$ cat src/rtl/dcfd_pkg.sv
package dcfd_pkg;
  typedef enum logic {
    CH_A = 1'b0,
    CH_B = 1'b1
  } chan_e;
endpackage

$ cat src/rtl/dcfd_compare.sv
// Threshold tests between the active and the other channel, division free.
module dcfd_compare #(
  parameter int MAG_W = 16
) (
  input  logic [MAG_W-1:0] act_mag,
  input  logic [MAG_W-1:0] oth_mag,
  input  logic [MAG_W-1:0] full_scale,
  output logic             detect_on,
  output logic             mismatch,
  output logic             overtake
);
  localparam int PW = MAG_W + 8;

  logic [PW-1:0]    act_x200, act_x57, oth_x50;
  logic [MAG_W-1:0] gap;

  always_comb begin
    act_x200  = PW'(act_mag) * PW'(200);
    act_x57   = PW'(act_mag) * PW'(57);
    oth_x50   = PW'(oth_mag) * PW'(50);
    gap       = (act_mag >= oth_mag) ? (act_mag - oth_mag) : (oth_mag - act_mag);
    detect_on = act_x200 >= PW'(full_scale);
    mismatch  = detect_on && (gap > (act_mag >> 3));
    overtake  = detect_on && (oth_x50 > act_x57);
  end
endmodule

$ cat src/rtl/dcfd_qualify.sv
// Counts ticks while a condition holds without a break; fires on the last one.
module dcfd_qualify #(
  parameter int LIMIT = 10
) (
  input  logic clk,
  input  logic rst,
  input  logic cond,
  input  logic tick,
  output logic hit
);
  localparam int CW = (LIMIT > 1) ? $clog2(LIMIT + 1) : 1;

  logic [CW-1:0] cnt;

  assign hit = cond && tick && (cnt == CW'(LIMIT - 1));

  always_ff @(posedge clk) begin
    if (rst || !cond) begin
      cnt <= '0;
    end else if (tick) begin
      cnt <= hit ? '0 : cnt + 1'b1;
    end
  end
endmodule

$ cat src/rtl/dcfd_fault_monitor.sv
module dcfd_fault_monitor
  import dcfd_pkg::*;
#(
  parameter int MAG_W     = 16,
  parameter int SEC_TICKS = 1000
) (
  input  logic             clk,
  input  logic             rst,
  input  logic [MAG_W-1:0] mag_a,
  input  logic [MAG_W-1:0] mag_b,
  input  logic             mag_valid,
  input  logic [MAG_W-1:0] full_scale,
  input  logic             tick,
  output logic             sel_b,
  output logic             fault,
  output logic [MAG_W-1:0] sel_mag
);
  localparam int FAULT_TICKS = SEC_TICKS;
  localparam int SWAP_RAW    = (SEC_TICKS * 6 + 2) / 5;
  localparam int SWAP_TICKS  = (SWAP_RAW < 1) ? 1 : SWAP_RAW;

  logic [MAG_W-1:0] hold_a, hold_b, nxt_a, nxt_b;
  logic [MAG_W-1:0] act_mag, oth_mag;
  chan_e            active, nxt_active;
  logic             detect_on, mismatch, overtake;
  logic [1:0]       q_cond, q_hit;
  logic             fault_hit, swap_hit;

  always_comb begin
    act_mag = (active == CH_B) ? hold_b : hold_a;
    oth_mag = (active == CH_B) ? hold_a : hold_b;
  end

  dcfd_compare #(.MAG_W(MAG_W)) u_cmp (
    .act_mag   (act_mag),
    .oth_mag   (oth_mag),
    .full_scale(full_scale),
    .detect_on (detect_on),
    .mismatch  (mismatch),
    .overtake  (overtake)
  );

  assign q_cond = {overtake, mismatch};

  // Index 0 qualifies the fault flag, index 1 qualifies a channel swap.
  for (genvar gi = 0; gi < 2; gi++) begin : g_qual
    localparam int LIM = (gi == 0) ? FAULT_TICKS : SWAP_TICKS;
    dcfd_qualify #(.LIMIT(LIM)) u_q (
      .clk (clk),
      .rst (rst),
      .cond(q_cond[gi]),
      .tick(tick),
      .hit (q_hit[gi])
    );
  end

  assign fault_hit = q_hit[0];
  assign swap_hit  = q_hit[1];

  always_comb begin
    nxt_a      = mag_valid ? mag_a : hold_a;
    nxt_b      = mag_valid ? mag_b : hold_b;
    nxt_active = active;
    if (swap_hit) nxt_active = (active == CH_A) ? CH_B : CH_A;
  end

  always_ff @(posedge clk) begin
    if (rst) begin
      hold_a  <= '0;
      hold_b  <= '0;
      active  <= CH_A;
      fault   <= 1'b0;
      sel_mag <= '0;
    end else begin
      hold_a  <= nxt_a;
      hold_b  <= nxt_b;
      active  <= nxt_active;
      sel_mag <= (nxt_active == CH_B) ? nxt_b : nxt_a;
      if (!mismatch)      fault <= 1'b0;
      else if (fault_hit) fault <= 1'b1;
    end
  end

  assign sel_b = (active == CH_B);

  AST_FAULT_QUALIFIED: assert property (@(posedge clk) disable iff (rst)
    $rose(fault) |-> $past(fault_hit));
  AST_FAULT_RELEASE: assert property (@(posedge clk) disable iff (rst)
    (fault && !mismatch) |=> !fault);
  AST_SWAP_QUALIFIED: assert property (@(posedge clk) disable iff (rst)
    !$stable(sel_b) |-> $past(swap_hit));
  AST_LIGHT_LOAD_QUIET: assert property (@(posedge clk) disable iff (rst)
    !detect_on |=> !fault);
  AST_LIGHT_LOAD_NO_SWAP: assert property (@(posedge clk) disable iff (rst)
    !detect_on |=> $stable(sel_b));
endmodule

$ cat config.mk
export PLATFORM = sky130hd
export DESIGN_NAME = dcfd_fault_monitor
export DESIGN_NICKNAME = d
export VERILOG_FILES = /design/src/rtl/dcfd_pkg.sv /design/src/rtl/dcfd_compare.sv /design/src/rtl/dcfd_qualify.sv /design/src/rtl/dcfd_fault_monitor.sv
export SDC_FILE = /design/constraint.sdc
export NUM_CORES = 1
export LEC_CHECK = 0
export BUFFER_PORTS_ARGS = -buffer_cell sky130_fd_sc_hd__buf_2
export CORE_ASPECT_RATIO = 1.5
export CORE_MARGIN = 2
export CORE_UTILIZATION = 30
export CTS_CLUSTER_DIAMETER = 120
export CTS_CLUSTER_SIZE = 12
export DETAILED_ROUTE_END_ITERATION = 16
export PLACE_DENSITY = 0.54
export SLEW_MARGIN = 20
export SYNTH_ARGS = -nofsm -noshare
export SYNTH_HDL_FRONTEND = slang
export SYNTH_SLANG_ARGS = --single-unit
export TNS_END_PERCENT = 100
$ cat constraint.sdc
create_clock -name clk -period 10.9 [get_ports clk]
set_input_delay 1.09 -clock clk [delete_from_list [all_inputs] [get_ports clk]]
set_output_delay 1.09 -clock clk [all_outputs]
set_load 0.1 [all_outputs]
==> metrics.txt, run 1 <==
status=finished clean; Hold Startpoint=fault; Async SR Flop Fraction=0%; WP data arrival=7.94 ns; hold path depth=2; n_diodes=0; largest cells by area after synthesis=ha_1 21%, dfxtp_1 13%, fa_1 8.6%; setup bufs post-CTS=0; clock skew=approximately 0.0052 ns; Most used DFF post-synth=dfxtp_1; reg2reg start=sel_b; CTS resizes=0; fill count=around 4000; PwrDens=102 nW/um^2; CTS clk-pin slew, worst paths=0.05 ns; Starting Density=30.3%; GP Congestion=0.894; Area growth, synth to finish=9.43%; Cell Area, Synth=11400 um^2; fmax=129 MHz; RSZ-0062 raised after global routing=no; most common cell after layout, fill and taps aside=ha_1; final worst path period share=71.3%; Final setup viols=0; # DRC=0; Core Area=37400 um^2; Mapped Nets=1676; Worst setup EP type=register; Gate Count Post-Synth=1382; Post-synth EDFFs=0; largest net degree at the start of global routing=63; WS Path Type=register to register; post-synth top area cell=ha_1; post-synth top area share=between 20% and 30%; CTS Buf Count=9; Tmin final=between 7 and 8 ns; Yosys cell types=between 80 and 90; Iter 0 DRT Violations=363; max_slew headroom=about 28%; most frequent cells in the layout=193 x ha_1, 191 x inv_1, 77 x nand2_1; clk_lat worst skew=0.34 ns; endpoints failing hold=0; setup TNS=0 ns; mean number of vias per cell=approximately 5.1; Die Width=163 um; Antenna Nets Post-Route=0; Worst Setup Start Kind=register; CTS tree=yes; std cell rows=87; Mean Syn Cell Area=8.22 um^2; FF-to-FF End=sel_mag[9]; MaxCap Viol Count=0; CP Data Required Time=approximately 11 ns; Register-to-Register Path Depth=25; Tot GR Track Use=between 10 and 15%; Tightest Pin Transition=1.08 ns; maximum vdd ir drop=0.137 mV; Min-Delay Endpoint=fault; Max FO, Critical Path=62; Yosys Warn Count=0; share of layout cells above drive strength 1=9.92%; DRT Wirelength=29000 um; Pins Over Slew Limit=0; Core Util, Final=33.2%; Top Ports=70; min-delay worst type=register to register; first-pass GRT wire length=48100 um; Post-CTS Hold Fix Bufs=0; CTS sink count=71; grt total ovfl=0; synthesized flop and latch total=approximately 70; Final #Nets=1711; via count=9658; total die area=around 40000 um^2; DR pass1 iterations=5; register-to-register setup slack=3.13 ns; htree depth=3; Leak Pwr=6.13 nW; sequential area share after synthesis=12.5%; CTS root buf=clkbuf_16; IO Port Bufs=69; DPL Wire Length=24400 um; clock tree buffer depth=2; initial antenna violation count=0; wire per inst=15.2 um; vias in the first global route=between 9000 and 10000; Fin Hold WS=0.492 ns; die height=242 um
-- flip-flops by register name, summed over array words and instances, names as in the netlist --
signal,count
hold_a,16
g_qual.u_q.cnt,21
sel_b,1
hold_b,16
fault,1
sel_mag,16
-- where the power goes --
group / switching [mW] / internal [mW] / leakage [nW] / total [mW]
clock network: 0.107 / 0.166 / 0.136 / 0.273
registers: 0.0202 / 0.272 / 0.583 / 0.293
logic: 0.414 / 0.292 / 5.41 / 0.706
-- Yosys cell counts (13+ instances only) --
library cell / count
inv_1: 191
clkbuf_1: 31
nand4_1: 20
dfxtp_1: 71
nand3_1: 32
nor2b_1: 42
xnor2_1: 49
ha_1: 193
nor2_1: 74
nand2b_1: 22
a21boi_0: 13
o21ai_0: 49
a21o_1: 21
mux2_2: 24
nand2_1: 77
nor3b_1: 21
buf_2: 15
a21oi_1: 54
xor2_1: 33
nor3_1: 29
mux2i_1: 48
fa_1: 49
a211oi_1: 26
-- cell families after synthesis --
group | count (synthesis) | share of synthesized area [%]
buffers and inverters | 249 | 8.73
adder cells (fa/ha/maj) | 255 | 31.1
XOR/XNOR | 83 | 6.57
AND/OR/NAND/NOR | 379 | 17.7
flip-flops | 71 | 12.5
AO/OA/AOI/OAI | 272 | 16.7
multiplexers | 73 | 6.74
-- worst max-delay path by stage --
stage               start          end  slack [ns]  cells after the start
floorplan           sel_b  sel_mag[10]        2.34                     32
global placement    sel_b  sel_mag[11]        3.26                     25
detailed placement  sel_b   sel_mag[5]        3.07                     25
CTS                 sel_b  sel_mag[12]        3.04                     25
global route        sel_b   sel_mag[9]        2.51                     26
finish              sel_b   sel_mag[9]        3.13                     25
-- cell type report --
type                            instances  area (um^2)  share of cell area [%]
Clock buffer                           13          260                    2.09
Timing Repair Buffer                   81          435                    3.50
Tap cell                              489          612                    4.92
Clock inverter                          3         17.5                   0.141
Sequential cell                        71         1430                    11.5
Multi-Input combinational cell       1062         8960                    72.1
Inverter                              192          721                    5.80
-- worst max-delay path, cell delays in order, from the launching register on --
cell       delay (ns)
dfxtp_4          0.43
buf_4            0.37
nand2_1          0.13
a21boi_0         0.77
fa_1             0.54
inv_1            0.09
fa_1             0.43
ha_1             0.31
ha_1             0.33
a21oi_1          0.22
o21ai_0          0.12
a21o_1           0.21
a21oi_1          0.20
o21ai_0          0.16
o41ai_1          0.56
o2111ai_1        0.22
a21oi_1          0.21
xor2_1           0.09
ha_1             0.30
a21o_1           0.11
a21oi_1          0.08
o211ai_1         0.09
nand3_1          0.35
or4_1            0.64
nand2_1          0.47
a211oi_1         0.16
-- through the flow --
| stage | instance area (um^2) | power (mW) | instances | setup WS (ns) |
|---|---|---|---|---|
| global route | 12400 | 1.39 | 1911 | 2.51 |
| global placement | 12100 | 0.995 | 1895 | 3.26 |
| floorplan | 11400 | 0.837 | 1382 | 2.34 |
| detailed placement | 12100 | 1.00 | 1895 | 3.07 |
| finish | 12400 | 1.27 | 1911 | 3.13 |
| CTS | 12400 | 1.29 | 1911 | 3.04 |
-- per-layer routing --
layer  global-route usage [%]  vias to the layer above  part of all wire (%)  wire length (um)
li1                         -                     4912                     -                 -
met1                     16.6                     4545                    41             12000
met5                        0                        -                     0                 0
met4                     5.39                        0                   2.7               794
met2                     29.1                      159                    54             15600
met3                     1.32                       42                   2.1               608
Power figures use the tool's default switching activity.
==> inputs of run 2 (changes only) <==
--- a/config.mk
+++ b/config.mk
@@ -5,6 +5,7 @@
 export SDC_FILE = /design/constraint.sdc
 export NUM_CORES = 1
 export LEC_CHECK = 0
+export ABC_AREA = 1
 export BUFFER_PORTS_ARGS = -buffer_cell sky130_fd_sc_hd__buf_2
 export CORE_ASPECT_RATIO = 1.5
 export CORE_MARGIN = 2
==> constraint.sdc (replaced) <==
create_clock -name clk -period 8 [get_ports clk]
set_input_delay 0.8 -clock clk [delete_from_list [all_inputs] [get_ports clk]]
set_output_delay 0.8 -clock clk [all_outputs]
set_load 0.1 [all_outputs]
==> run 2 against run 1 <==
Sequential power rose by 34%. Synthesized area fell by 2.6%. Critical endpoint is now sel_mag[6]. Non-clock buffer count rose by 5. Die area fell by 2.6%. Clock power rose by 35%. Sequential cell count did not move. Power rose by 60%. Synthesized cell count rose by 21%. Utilization rose by 0.22 points. Sequential share of layout area rose by 0.17 points. Critical path type unchanged. Count of clock-buffer cells in the layout fell by 1. First-iteration DRC count rose by 15%.
==> metrics.txt, run 2 <==
status=finished clean; Worst Setup Start Kind=register; final worst path period share=87.5% (+16 points); most common cell after layout, fill and taps aside=nand2_1; Top Ports=70 (unchanged); CTS clk-pin slew, worst paths=0.06 ns (about the same); Starting Density=30.2% (-0.10 points); most instantiated cells after synthesis=468 x nand2_1, 314 x inv_1, 193 x ha_1; post-synth top area share=21.8% (+0.58 points); # DRC=0 (unchanged); DPL Wire Length=27200 um (+11%); largest reg by FF count=g_qual.u_q.cnt; largest cells by area after synthesis=ha_1 22%, nand2_1 16%, dfxtp_1 13%; WS Path Type=register to register; largest family of logic cells by synthesized area=adder cells; sequential area share after synthesis=12.9% (+0.34 points); Core Area=36600 um^2 (-2.3%); CTS resizes=0 (unchanged); Post-synth EDFFs=0 (unchanged); total die area=38400 um^2 (-2.6%); CTS root buf=clkbuf_16; std cell rows=86 (-1.1%); Yosys cell types=47 (-43%); clk_lat worst skew=0.34 ns (about the same); Post-CTS Hold Fix Bufs=0 (unchanged); htree depth=3 (unchanged); mean number of vias per cell=4.66 (-7.8%); Gate Count Post-Synth=1677 (+21%); max reg flops=21 (unchanged); first-pass GRT wire length=51900 um (+7.9%); DP Area=12000 um^2 (-1.6%); Synth Area in XOR/XNOR=6.18% (-0.39 points); setup TNS=0 ns (unchanged); Fin Hold WS=0.495 ns (+0.00379 ns); Mean Syn Cell Area=6.59 um^2 (-20%); share of layout cells above drive strength 1=7.21% (-2.7 points); RSZ-0062 raised after global routing=no; Mapped Nets=1971 (+18%); Cell Area, Synth=11100 um^2 (-2.6%); most numerous cell on the critical path=nand2_1; Async SR Flop Fraction=0% (unchanged); GP Congestion=0.933 (+4.3%); multiplexer share of the synthesized area=0.0905% (-6.7 points); CTS tree=yes; vias in the first global route=10600 (+7.5%); hold path depth=2 (unchanged); WP data arrival=7.28 ns (-0.66 ns); Tightest Pin Transition=0.851 ns (-0.227 ns); max_slew headroom=42.7% (+15 points); Tmin final=7.00 ns (-0.767 ns); Setup WS pre-CTS=0.986 ns (-2.09 ns); die height=239 um (-1.3%); wire per inst=14.1 um (-7.3%); Tot GR Track Use=16.8% (+1.8 points); FF-to-FF End=sel_mag[6]; synthesized-area fraction occupied by and/or/nand/nor cells=27.7% (+10 points); setup bufs post-CTS=0 (unchanged); post-synth top area cell=ha_1; Min-Delay Endpoint=g_qual[1].u_q.cnt[1]; n_diodes=0 (unchanged); Leak Pwr=6.86 nW (+12%); IO Port Bufs=69 (unchanged); grt total ovfl=0 (unchanged); Pins Over Slew Limit=0 (unchanged); clock skew=0.00559 ns (+0.000341 ns); Die Width=161 um (-1.3%); maximum vdd ir drop=0.215 mV (+57%); synthesized flop and latch total=71 (unchanged); Core Util, Final=33.4% (+0.22 points); most frequent cell after synthesis=nand2_1; via count=10400 (+7.6%); DRT Wirelength=31400 um (+8.2%); Iter 0 DRT Violations=419 (+15%); post-synthesis compound-gate area fraction=9.96% (-6.7 points); min-delay worst type=register to register; Final setup viols=0 (unchanged); fmax=143 MHz (+11%); initial antenna violation count=0 (unchanged); largest net degree at the start of global routing=61 (-3.2%); MaxCap Viol Count=0 (unchanged); endpoints failing hold=0 (unchanged); Hold Startpoint=g_qual[1].u_q.cnt[1]; CP Data Required Time=8.28 ns (-2.80 ns); Worst setup EP type=register; DR pass1 iterations=5 (unchanged); register-to-register setup slack=1.00 ns (-2.13 ns); Area growth, synth to finish=10.5%; CTS Buf Count=9 (unchanged); crit path max-delay cell type=fa_1; Yosys Warn Count=0 (unchanged); Most used DFF post-synth=dfxtp_1; Final #Nets=2039 (+19%); Register-to-Register Path Depth=30 (+20%); final instance area=12200 um^2 (-1.7%); fraction of the mapped netlist area in adder cells=30.7% (-0.35 points); reg2reg start=sel_b; clock tree buffer depth=2 (unchanged); Max FO, Critical Path=60 (-3.2%); final worst-path setup slack=1.00 ns (-2.13 ns); Max stage delay on crit path=0.62 ns (-0.15 ns); most frequent cells in the layout=468 x nand2_1, 314 x inv_1, 193 x ha_1; PwrDens=167 nW/um^2 (+63%); Antenna Nets Post-Route=0 (unchanged); CTS sink count=71 (unchanged)
-- run 2: cell count changes in the layout (fill, tap and decap cells not counted), sizes merged, moves of 25 or more --
cell,delta
a21oi,+26
inv,+126
mux2,-25
mux2i,-47
nand2,+393
nand3,+56
nor2,+50
nor2b,-43
o21ai,+33
xnor2,-29
-- run 2: cell families after synthesis --
logic type                 Yosys count
muxes                                1
and+or+nand+nor                    743
DFF                                 71
AOI/OAI and AO/OA                  195
xor gates and xnor gates            78
buffers and inverters              347
adders and majority gates          242
-- run 2: worst max-delay path, delay by kind of cell (launching register included) --
kind,cells,cell delay (ns)
flops,1,0.59
buf+inv,6,1.21
simple gates,12,1.65
fa+ha+maj,5,2.05
xor+xnor,1,0.15
compound gates,6,1.25
-- run 2: layer usage --
layer,GRT usage (%),vias to the layer above,share of wire [%]
met2,33.5,160,54
met5,0,-,0
li1,-,5445,-
met3,1.01,49,2.1
met4,6.06,0,2.8
met1,18.5,4739,41
-- run 2: metrics by stage --
stage	cells	power, mW
2_1_floorplan	1677	1.35
3_3_place_gp	2218	1.66
3_5_place_dp	2218	1.68
4_1_cts	2231	2.06
5_1_grt	2231	2.26
6_report	2231	2.04
-- run 2: area by class of cell --
class                           instances  area (um^2)
Clock inverter                          1         5.00
Fill cell                            4090        24400
Inverter                              318         1190
Clock buffer                           12          267
Multi-Input combinational cell       1259         8260
Sequential cell                        71         1420
Timing Repair Buffer                   86          473
Tap cell                              484          606
-- run 2: where the power goes --
group	leakage (nW)	switching [mW]	internal [mW]	total [mW]
clock	0.136	0.140	0.229	0.369
combinational	6.14	0.813	0.462	1.27
sequential	0.586	0.0193	0.375	0.394
-- run 2: worst max path at each step --
stage | end | cells past startpoint | slack (ns) | start
3_3_place_gp | sel_mag[2] | 30 | 1.14 | sel_b
3_5_place_dp | sel_mag[8] | 31 | 0.99 | sel_b
5_1_grt | sel_mag[11] | 30 | 0.21 | sel_b
4_1_cts | sel_mag[7] | 31 | 0.94 | sel_b
6_report | sel_mag[6] | 30 | 1.00 | sel_b
2_1_floorplan | sel_mag[10] | 34 | 1.50 | sel_b
==> inputs of run 3 (changes only) <==
--- a/config.mk
+++ b/config.mk
@@ -13,7 +13,7 @@
 export CTS_CLUSTER_DIAMETER = 120
 export CTS_CLUSTER_SIZE = 12
 export DETAILED_ROUTE_END_ITERATION = 16
-export PLACE_DENSITY = 0.54
+export PLACE_DENSITY = 0.56
 export SLEW_MARGIN = 20
 export SYNTH_ARGS = -nofsm -noshare
 export SYNTH_HDL_FRONTEND = slang
==> constraint.sdc (replaced) <==
create_clock -name clk -period 5.61 [get_ports clk]
set_input_delay 0.561 -clock clk [delete_from_list [all_inputs] [get_ports clk]]
set_output_delay 0.561 -clock clk [all_outputs]
set_load 0.1 [all_outputs]
==> run 3 against run 2 <==
Register-to-register slack worse by 0.95 ns. Cell count rose by 7.6%. Fmax grew 26%. Sequential share of layout area fell by 1.6 points. Clock skew grew 0.0038 ns. Worst hold slack improved by 0.00069 ns. Non-clock buffer count rose by 166. Via count increased by 6.4%. Global-route usage up 1.1 points. Sequential power grew 41%. Final area rose by 16%. Critical endpoint is now sel_mag[2].
==> metrics.txt, run 3 (same netlist as run 2, synthesis figures left out) <==
status=finished clean; Tightest Pin Transition=0.799 ns (-0.0520 ns); min-delay worst type=register to register; clock skew=0.00938 ns (+0.00379 ns); # DRC=0 (unchanged); endpoints failing hold=0 (unchanged); maximum vdd ir drop=0.242 mV (+13%); max reg flops=21 (unchanged); Core Util, Final=38.8% (+5.4 points); MaxCap Viol Count=0 (unchanged); Worst Setup SP=sel_b; DPL Wire Length=29500 um (+8.7%); family with the most delay on the worst path=adder cells; total die area=38400 um^2 (unchanged); Leak Pwr=7.79 nW (+14%); std cell rows=86 (unchanged); Max stage delay on crit path=0.55 ns (-0.07 ns); most common cell after layout, fill and taps aside=nand2_1; GP Congestion=0.937 (+0.43%); share of layout cells above drive strength 1=20.2% (+13 points); mean number of vias per cell=4.61 (-1.1%); wire per inst=14.4 um (+2.0%); final worst path period share=99.2% (+12 points); FF-to-FF End=sel_mag[2]; first-pass GRT wire length=54600 um (+5.2%); n_diodes=0 (unchanged); Post-CTS Hold Fix Bufs=0 (unchanged); CP Data Required Time=5.85 ns (-2.43 ns); Area growth, synth to finish=28.5%; CTS clk-pin slew, worst paths=0.06 ns (about the same); DRT Wirelength=34500 um (+9.7%); Fin Hold WS=0.496 ns (+0.000693 ns); CTS sink count=71 (unchanged); CTS Buf Count=9 (unchanged); reg2reg start=sel_b; Max FO, Critical Path=10 (-83%); initial antenna violation count=0 (unchanged); max_slew headroom=46.4% (+3.7 points); PwrDens=241 nW/um^2 (+45%); Tot GR Track Use=17.9% (+1.1 points); die height=239 um (unchanged); WP data arrival=5.80 ns (-1.48 ns); Min-Delay Endpoint=g_qual[1].u_q.cnt[1]; final worst-path setup slack=0.0467 ns (-0.954 ns); Worst Setup Start Kind=register; largest reg by FF count=g_qual.u_q.cnt; Worst Path Buf+Inv=7 (+1); Final #Nets=2205 (+8.1%); CTS root buf=clkbuf_16; Die Width=161 um (unchanged); clock tree buffer depth=2 (unchanged); clk_lat worst skew=0.35 ns (about the same); RSZ-0062 raised after global routing=yes; Setup WS pre-CTS=-0.365 ns (-1.35 ns); largest net degree at the start of global routing=41 (-33%); DR pass1 iterations=5 (unchanged); Tmin final=5.56 ns (-1.44 ns); via count=11100 (+6.4%); Antenna Nets Post-Route=0 (unchanged); vias in the first global route=11200 (+6.0%); CTS tree=yes; most numerous cell on the critical path=nand2_2; Hold Startpoint=g_qual[1].u_q.cnt[1]; Pins Over Slew Limit=0 (unchanged); register-to-register setup slack=0.05 ns (-0.95 ns); Iter 0 DRT Violations=397 (-5.3%); Starting Density=30.2% (unchanged); fmax=180 MHz (+26%); Worst setup EP type=register; Register-to-Register Path Depth=35 (+17%); crit path max-delay cell type=fa_1; Top Ports=70 (unchanged); most frequent cells in the layout=437 x nand2_1, 307 x inv_1, 174 x ha_1; Core Area=36600 um^2 (unchanged); htree depth=3 (unchanged); WS Path Type=register to register; hold path depth=2 (unchanged); Final setup viols=0 (unchanged); grt total ovfl=0 (unchanged); IO Port Bufs=69 (unchanged)
## run 3: metrics by stage
stage                     cell area, um^2  instances  power (mW)  TNS, ns
after global placement              13200       2368        2.64    -4.10
final                               14200       2400        3.43        0
after floorplan                     11100       1677        1.96        0
after detailed placement            13200       2368        2.67    -6.81
after CTS                           13800       2395        3.35        0
after global routing                14200       2400        3.76    -3.62
## run 3: worst min-delay path, stage by stage (launching register included)
cell and delay [ns]:
dfxtp_1 0.33, nand2_1 0.07, a21oi_1 0.06
## run 3: what timing repair did
item,CTS,global route
buffers inserted,10,5
pin swaps,27,56
setup endpoints to repair,28,28
gates cloned,2,0
resized for setup,49,74
## run 3: power by group
group	switching (mW)	internal [mW]
logic	1.33	0.955
registers	0.0232	0.534
clock network	0.231	0.358
## run 3: per-layer routing
layer,vias to the layer above,part of all wire [%],global-route usage (%)
met2,175,56,37.0
met1,5067,39,18.6
met3,44,2.2,1.15
met5,-,0,0
li1,5771,-,-
met4,0,3.0,6.30
## run 3: worst max path at each step
stage / end / slack [ns] / cells after the start
2_1_floorplan: sel_mag[10] / 0.01 / 35
3_3_place_gp: sel_mag[2] / -0.23 / 30
3_5_place_dp: sel_mag[2] / -0.37 / 34
4_1_cts: sel_mag[2] / 0.002 / 35
5_1_grt: sel_mag[1] / -0.23 / 33
6_report: sel_mag[2] / 0.05 / 35
## run 3: final cells by class
| cell class | count | area [um^2] |
|---|---|---|
| multi-input combinational | 1259 | 8770 |
| timing repair buffer | 252 | 1890 |
| clock buffer | 10 | 239 |
| fill | 3910 | 22400 |
| inverter | 318 | 1200 |
| clock inverter | 6 | 67.6 |
| sequential | 71 | 1430 |
| tap | 484 | 606 |
